`src/rtl/chan_irq_pkg.sv`:
```
package chan_irq_pkg;
  localparam int unsigned DEF_NUM_CH = 16;
  localparam int unsigned DEF_LVL_W  = 3;
  localparam int unsigned DEF_ID_W   = 4;
  localparam int unsigned DEF_BASE_W = 4;
endpackage

```
`src/rtl/chan_pick.sv`:
```
module chan_pick #(
  parameter int unsigned NUM_CH = chan_irq_pkg::DEF_NUM_CH,
  localparam int unsigned CH_W  = $clog2(NUM_CH)
) (
  input  logic [NUM_CH-1:0] req_i,
  output logic              any_o,
  output logic [CH_W-1:0]   idx_o,
  output logic [NUM_CH-1:0] onehot_o
);
  // scan high to low so the lowest set bit is the final assignment
  always_comb begin
    any_o = 1'b0;
    idx_o = '0;
    for (int i = NUM_CH - 1; i >= 0; i--) begin
      if (req_i[i]) begin
        any_o = 1'b1;
        idx_o = CH_W'(i);
      end
    end
  end

  assign onehot_o = req_i & (~req_i + NUM_CH'(1));
endmodule

```
`src/rtl/irq_level.sv`:
```
module irq_level #(
  parameter int unsigned LVL_W = chan_irq_pkg::DEF_LVL_W
) (
  input  logic             clk_i,
  input  logic             rst_ni,
  input  logic             any_i,
  input  logic [LVL_W-1:0] cfg_lvl_i,
  output logic [LVL_W-1:0] irq_lvl_o
);
  always_ff @(posedge clk_i or negedge rst_ni) begin
    if (!rst_ni) irq_lvl_o <= '0;
    else         irq_lvl_o <= any_i ? cfg_lvl_i : '0;
  end
endmodule

```
`src/rtl/ack_resp.sv`:
```
module ack_resp #(
  parameter int unsigned NUM_CH = chan_irq_pkg::DEF_NUM_CH,
  parameter int unsigned LVL_W  = chan_irq_pkg::DEF_LVL_W,
  parameter int unsigned ID_W   = chan_irq_pkg::DEF_ID_W,
  parameter int unsigned BASE_W = chan_irq_pkg::DEF_BASE_W,
  localparam int unsigned CH_W  = $clog2(NUM_CH),
  localparam int unsigned VEC_W = BASE_W + CH_W
) (
  input  logic              clk_i,
  input  logic              rst_ni,
  input  logic              ack_i,
  input  logic [LVL_W-1:0]  ack_lvl_i,
  input  logic [ID_W-1:0]   ack_id_i,
  input  logic [LVL_W-1:0]  cfg_lvl_i,
  input  logic [ID_W-1:0]   cfg_id_i,
  input  logic [BASE_W-1:0] cfg_base_i,
  input  logic              any_i,
  input  logic [CH_W-1:0]   idx_i,
  input  logic [NUM_CH-1:0] onehot_i,
  output logic              vec_vld_o,
  output logic [VEC_W-1:0]  vec_o,
  output logic [NUM_CH-1:0] clr_o
);
  logic lvl_hit, id_hit, hit;

  assign lvl_hit = (cfg_lvl_i != '0) && (ack_lvl_i == cfg_lvl_i);
  assign id_hit  = (cfg_id_i != '0) && (ack_id_i == cfg_id_i);
  assign hit     = ack_i && any_i && lvl_hit && id_hit;

  always_ff @(posedge clk_i or negedge rst_ni) begin
    if (!rst_ni) begin
      vec_vld_o <= 1'b0;
      vec_o     <= '0;
      clr_o     <= '0;
    end else begin
      vec_vld_o <= hit;
      vec_o     <= hit ? {cfg_base_i, idx_i} : '0;
      clr_o     <= hit ? onehot_i : '0;
    end
  end
endmodule

```
`src/rtl/chan_irq_vec.sv`:
```
module chan_irq_vec #(
  parameter int unsigned NUM_CH = chan_irq_pkg::DEF_NUM_CH,
  parameter int unsigned LVL_W  = chan_irq_pkg::DEF_LVL_W,
  parameter int unsigned ID_W   = chan_irq_pkg::DEF_ID_W,
  parameter int unsigned BASE_W = chan_irq_pkg::DEF_BASE_W,
  localparam int unsigned CH_W  = $clog2(NUM_CH),
  localparam int unsigned VEC_W = BASE_W + CH_W
) (
  input  logic              clk_i,
  input  logic              rst_ni,
  input  logic [NUM_CH-1:0] req_i,
  input  logic [LVL_W-1:0]  cfg_lvl_i,
  input  logic [BASE_W-1:0] cfg_base_i,
  input  logic [ID_W-1:0]   cfg_id_i,
  input  logic              ack_i,
  input  logic [LVL_W-1:0]  ack_lvl_i,
  input  logic [ID_W-1:0]   ack_id_i,
  output logic [LVL_W-1:0]  irq_lvl_o,
  output logic              vec_vld_o,
  output logic [VEC_W-1:0]  vec_o,
  output logic [NUM_CH-1:0] clr_o
);
  logic              any;
  logic [CH_W-1:0]   idx;
  logic [NUM_CH-1:0] onehot;

  chan_pick #(.NUM_CH(NUM_CH)) u_pick (
    .req_i   (req_i),
    .any_o   (any),
    .idx_o   (idx),
    .onehot_o(onehot)
  );

  irq_level #(.LVL_W(LVL_W)) u_lvl (
    .clk_i    (clk_i),
    .rst_ni   (rst_ni),
    .any_i    (any),
    .cfg_lvl_i(cfg_lvl_i),
    .irq_lvl_o(irq_lvl_o)
  );

  ack_resp #(
    .NUM_CH(NUM_CH), .LVL_W(LVL_W), .ID_W(ID_W), .BASE_W(BASE_W)
  ) u_ack (
    .clk_i     (clk_i),
    .rst_ni    (rst_ni),
    .ack_i     (ack_i),
    .ack_lvl_i (ack_lvl_i),
    .ack_id_i  (ack_id_i),
    .cfg_lvl_i (cfg_lvl_i),
    .cfg_id_i  (cfg_id_i),
    .cfg_base_i(cfg_base_i),
    .any_i     (any),
    .idx_i     (idx),
    .onehot_i  (onehot),
    .vec_vld_o (vec_vld_o),
    .vec_o     (vec_o),
    .clr_o     (clr_o)
  );
endmodule

```
`config.mk`:
```
export PLATFORM = sky130hd
export DESIGN_NAME = chan_irq_vec
export DESIGN_NICKNAME = d
export VERILOG_FILES = /design/src/rtl/chan_irq_pkg.sv /design/src/rtl/chan_pick.sv /design/src/rtl/irq_level.sv /design/src/rtl/ack_resp.sv /design/src/rtl/chan_irq_vec.sv
export SDC_FILE = /design/constraint.sdc
export NUM_CORES = 1
export LEC_CHECK = 0
export ABC_AREA = 1
export BUFFER_PORTS_ARGS = -buffer_cell sky130_fd_sc_hd__buf_2
export CORE_MARGIN = 2
export CORE_UTILIZATION = 40
export CTS_CLUSTER_DIAMETER = 50
export DETAILED_ROUTE_END_ITERATION = 10
export PLACE_DENSITY = 0.72
export RECOVER_POWER = 50
export SLEW_MARGIN = 20
export SYNTH_ARGS = -nofsm -noshare
export SYNTH_HDL_FRONTEND = slang
export SYNTH_SLANG_ARGS = --single-unit
```
`constraint.sdc`:
```
create_clock -name clk_i -period 0.8 [get_ports clk_i]
set_input_delay 0.12 -clock clk_i [delete_from_list [all_inputs] [get_ports clk_i]]
set_output_delay 0.12 -clock clk_i [all_outputs]
set_load 0.01 [all_outputs]
```
---- Yosys cells after proc, flatten, opt, wreduce, memory -nomap -nowiden ----
Index checks and enable logic that the tools add are counted.
storage, ports and cells
  bits of input ports ..................... 37
  register bits ........................... 28
  output and inout bits ................... 28
  word-level logic and storage cells ...... 51
operators by class
  $add $sub $neg .......................... 1
  eq/ne operators ......................... 2
  reduce and logical (&&, ||, !) cells .... 7
  bitwise gates (word level) .............. 2
  mux-type cells .......................... 35
operators with widths
  kind                                                             count
  4-bit 2-to-1 mux                                                 16
  16-bit by 1-bit adder with 16-bit output, second input constant  1
  16-bit AND                                                       1
  1-bit 2-to-1 mux                                                 16
  16-bit 2-to-1 mux                                                1
  16-bit inverter                                                  1
  8-bit 2-to-1 mux                                                 1
  1-bit logical AND                                                5
  4-bit == test                                                    1
  4-bit nonzero test                                               1
  3-bit == test                                                    1
  3-bit 2-to-1 mux                                                 1
  3-bit nonzero test                                               1

---- Longest topological paths before layout ----
  depth after elaboration ................. 20
  mapped depth ............................ 11
  depth with buffers taken out ............ 11

---- Modules after synthesis ----
Synthesis repeated with hierarchy kept, for this count alone.
second synthesis, totals
  cell total of the unflattened synthesis .. 205
  area total of the unflattened synthesis .. 1634.1 um^2
by module, submodules not included
  module     times used  cells each  sequential area each (um^2)  area an instance (um^2)
  ack_resp   1           118         625.6                        1151.1
  chan_pick  1           78          0.0                          385.4
  irq_level  1           9           75.1                         97.6

---- Worst setup path before layout ----
OpenSTA, ideal clock, no wires.
  path type ............................... in2reg
  start ................................... input port req_i[3]
  end ..................................... register u_ack.clr_o[10]
  setup slack ............................. -209 ps
  required time ........................... 681 ps
  cell stages on the path ................. 9
  path buffers ............................ 1
  arrival time ............................ 890 ps
  path through ............................ nor2_1 -> nand2_1 -> nor2_2 -> nand2_1 -> nand2_1 -> inv_1 -> nand2_2 -> buf_6 -> nor3b_2
between the ends
  longest elaborated chain between the ends .. 8
  elaborated cells on any way between the ends .. 11
  those cells by class .................... add/sub (1); mux (5); bitwise (2); reduce/logical (3)
ends and longest elaborated chain
  item                                                                              line                source
  from (decl)                                                                       chan_irq_vec.sv:11  input logic [NUM_CH-1:0] req_i,
  branches (longest 7 deep; another with 16-bit by 1-bit adder with 16-bit output)  -
  16-bit 2-to-1 mux *                                                               ack_resp.sv:38      clr_o <= hit ? onehot_i : '0;
  to (signal assigned)                                                              ack_resp.sv:38
  to (decl)                                                                         ack_resp.sv:22      output logic [NUM_CH-1:0] clr_o
Every way passes the cells marked *.

---- Final worst setup path ----
  start ................................... register u_ack.clr_o[15]
  end ..................................... output port clr_o[15]
RTL lines
  item       line                source
  to (decl)  chan_irq_vec.sv:21  output logic [NUM_CH-1:0] clr_o
No word-level cell between the ends.

==> flow_summary.toml <==
[sta]
hold_viol_final = 1
holdWs_ps = -8.66
drv_slew = 0
relSlewSlack = 0.751
fin_crit_sh = 1.26
clock.fmax_mhz = 995
tightest_slew_ps = 374
rsz0062_at_grt = "true"
final.setup.tns_ps = -6940
worst_slack_ps = -205
period_minus_slack_ps = 1000
finalSetupViolations = 49

[grt]
grt-ovfl-total = 0
grt_antenna_before_repair = 0
grt_util_all_layers = 0.208
grt_pass1_vias = 1343
grt_max_degree = 29
grt_pass1_wl_um = 5620

[critical_path]
arrival_ps = 880
path_buf_inv = 1
endpoint_kind = "output port"
criticalPathCategory = "flip-flop to output port"
critPathRequiredTime_ps = 680
path_cells = "buf_2"
cp_top_family = "flip-flops"
cp_slowest_stage_delay_ps = 410
cpMaxStageDelayCell = "dfrtp_1"
startpoint_type = "flip-flop"
critPathMaxFanout = 1

[synth]
yosysTopAreaCell = "dfrtp_1"
syn-cell-area_um2 = 1290
synth_edf_count = 0
yosys-top-cells-area = "dfrtp_1 (54%), nand2_1 (14%), nor2_1 (12%)"
syn_nets = 208
avgSynthCellArea_um2 = 7.56
synthArstFlopShare = 1.00
postSynthCellCount = 171
synth_seq_cells = 28
synth_top_area_share = 0.542
synth.distinct_cells = 15
synth_ff_type = "dfrtp_1"
yosysSeqAreaShare = 0.542
yosys_warnings = 0

[power]
fin_total_pwr_mw = 2.98
peakVddDrop_uv = 760
power.density_nw_per_um2 = 1190
p_leak_nw = 1.44

[placed_design]
gp_congestion = 0.791
port_buffers = 64
dp_hpwl_um = 2370
postPlaceCellArea_um2 = 1920
placedCellCount = 307

[clocking]
cts_tree = "built"
cts_buffers = 3
clock-sinks = 28
clk_pin_slew_worst_paths_ps = 150
cts-root-buf = "clkbuf_4"
clockBufferDepth = 2
h-tree-depth = 1

[layout]
n_fill_cell = 181
layout.nets = 327
final_cells = 333
syn_to_final_growth_pct = 93.3
fin_area_um2 = 2500
multi_input_area_um2 = 631
n_antenna_cell = 0
drive_above_1_share = 0.567
regArea_um2 = 701

[floorplanning]
die_w_um = 60.8
row_count = 20
core_um2 = 3050
die_h_um = 60.8
die-area_um2 = 3700
initial_core_util = 0.423
ios = 65

[route]
first_pass_iters = 5
drt_iter0_drc = 60
routed_wl_um = 4680
via_per_inst = 4.79
postRouteAntennaNets = 0
wl_per_cell_um = 14.1
drc_errors = 0
dr_total_vias = 1596

[min_path]
holdPathStages = 3
min_from = "cfg_base_i[3]"
holdPathEnd = "u_ack.vec_o[7]$_DFF_PN0_"
hold_class = "input pin to flip-flop"

[run_status]
violations = "hold timing, setup timing"
outcome = "finished, violations left"

[job]
cap_violations = 0
sequential cells by signal, indices dropped and copies added, names as in the netlist:
register,flops
u_ack.clr_o,16
u_ack.vec_o,8
u_lvl.irq_lvl_o,3
u_ack.vec_vld_o,1
layout make-up:
cell class | count | area share
clock buffers | 3 | 0.00901
clock inverters | 1 | 0.0120
inverters | 33 | 0.0516
multi-input cells | 109 | 0.252
flip-flops and latches | 28 | 0.280
well taps | 44 | 0.0220
repair buffers | 115 | 0.373
layout by cell type (no fill, tap or decap), types with 9 or more instances in the layout:
master   Yosys  layout
buf_2        0      39
buf_4        0      38
buf_6        1      26
dfrtp_1     28      28
inv_1       31      23
nand2_1     49      40
nand2_2      3       9
nor2_1      40      19
nor2_2       4      11
nor2_4       0      14
metal layers:
| metal | vias to the layer above | part of all wire | GRT usage |
|---|---|---|---|
| met3 | 30 | 0.075 | 0.0362 |
| met4 | 0 | 0.077 | 0.0994 |
| met2 | 104 | 0.49 | 0.384 |
| met1 | 728 | 0.35 | 0.230 |
| met5 | - | 0 | 0 |
| li1 | 734 | - | - |
synth_stat cells, types with 2 or more instances:
| master | n |
|---|---|
| nor2_1 | 40 |
| nand2_2 | 3 |
| a21oi_1 | 4 |
| nand2_1 | 49 |
| dfrtp_1 | 28 |
| inv_2 | 2 |
| inv_1 | 31 |
| nor2_2 | 4 |
| nand3_1 | 4 |
report_power, final:
group | total [mW] | switching (mW) | internal, mW
sequential | 1.43 | 0.00295 | 1.43
combinational | 0.616 | 0.291 | 0.324
clock | 0.939 | 0.432 | 0.507
total | 2.98 | 0.727 | 2.26
metrics by stage:
| stage | worst slack, ps | utilization |
|---|---|---|
| after floorplan | -178 | - |
| after global placement | -389 | 0.630 |
| after detailed placement | -399 | 0.630 |
| after CTS | -185 | 0.740 |
| after global routing | -256 | 0.818 |
| final | -205 | 0.818 |
worst max-delay path by stage:
stage | slack (ps) | end | from | depth (start not counted)
floorplan | -180 | u_ack.clr_o[10]$_DFF_PN0_ | req_i[5] | 9
global placement | -390 | u_ack.vec_o[0]$_DFF_PN0_ | req_i[5] | 11
detailed placement | -400 | u_ack.vec_o[0]$_DFF_PN0_ | req_i[7] | 11
CTS | -180 | vec_o[1] | u_ack.vec_o[1]$_DFF_PN0_ | 1
global route | -260 | clr_o[2] | u_ack.clr_o[2]$_DFF_PN0_ | 1
finish | -200 | clr_o[15] | u_ack.clr_o[15]$_DFF_PN0_ | 1
cells by family (layout without fill, tap and decap cells):
kind of cell	count (synthesis)	count (layout)	share of synthesized area
AND/OR/NAND/NOR	103	103	0.328
buffers and inverters	34	152	0.105
flip-flops	28	28	0.542
AO/OA/AOI/OAI	6	6	0.0252
what timing repair did:
| item | 4_1_cts | 5_1_grt |
|---|---|---|
| hold endpoints to repair | 31 | 3 |
| cloned | 1 | 0 |
| pin swaps | 21 | 25 |
| hold buffers | 4 | 2 |
| gates resized for setup | 38 | 54 |
| setup buffers | 7 | 9 |
| setup endpoints to repair | 51 | 53 |
Power figures use the tool's default switching activity.
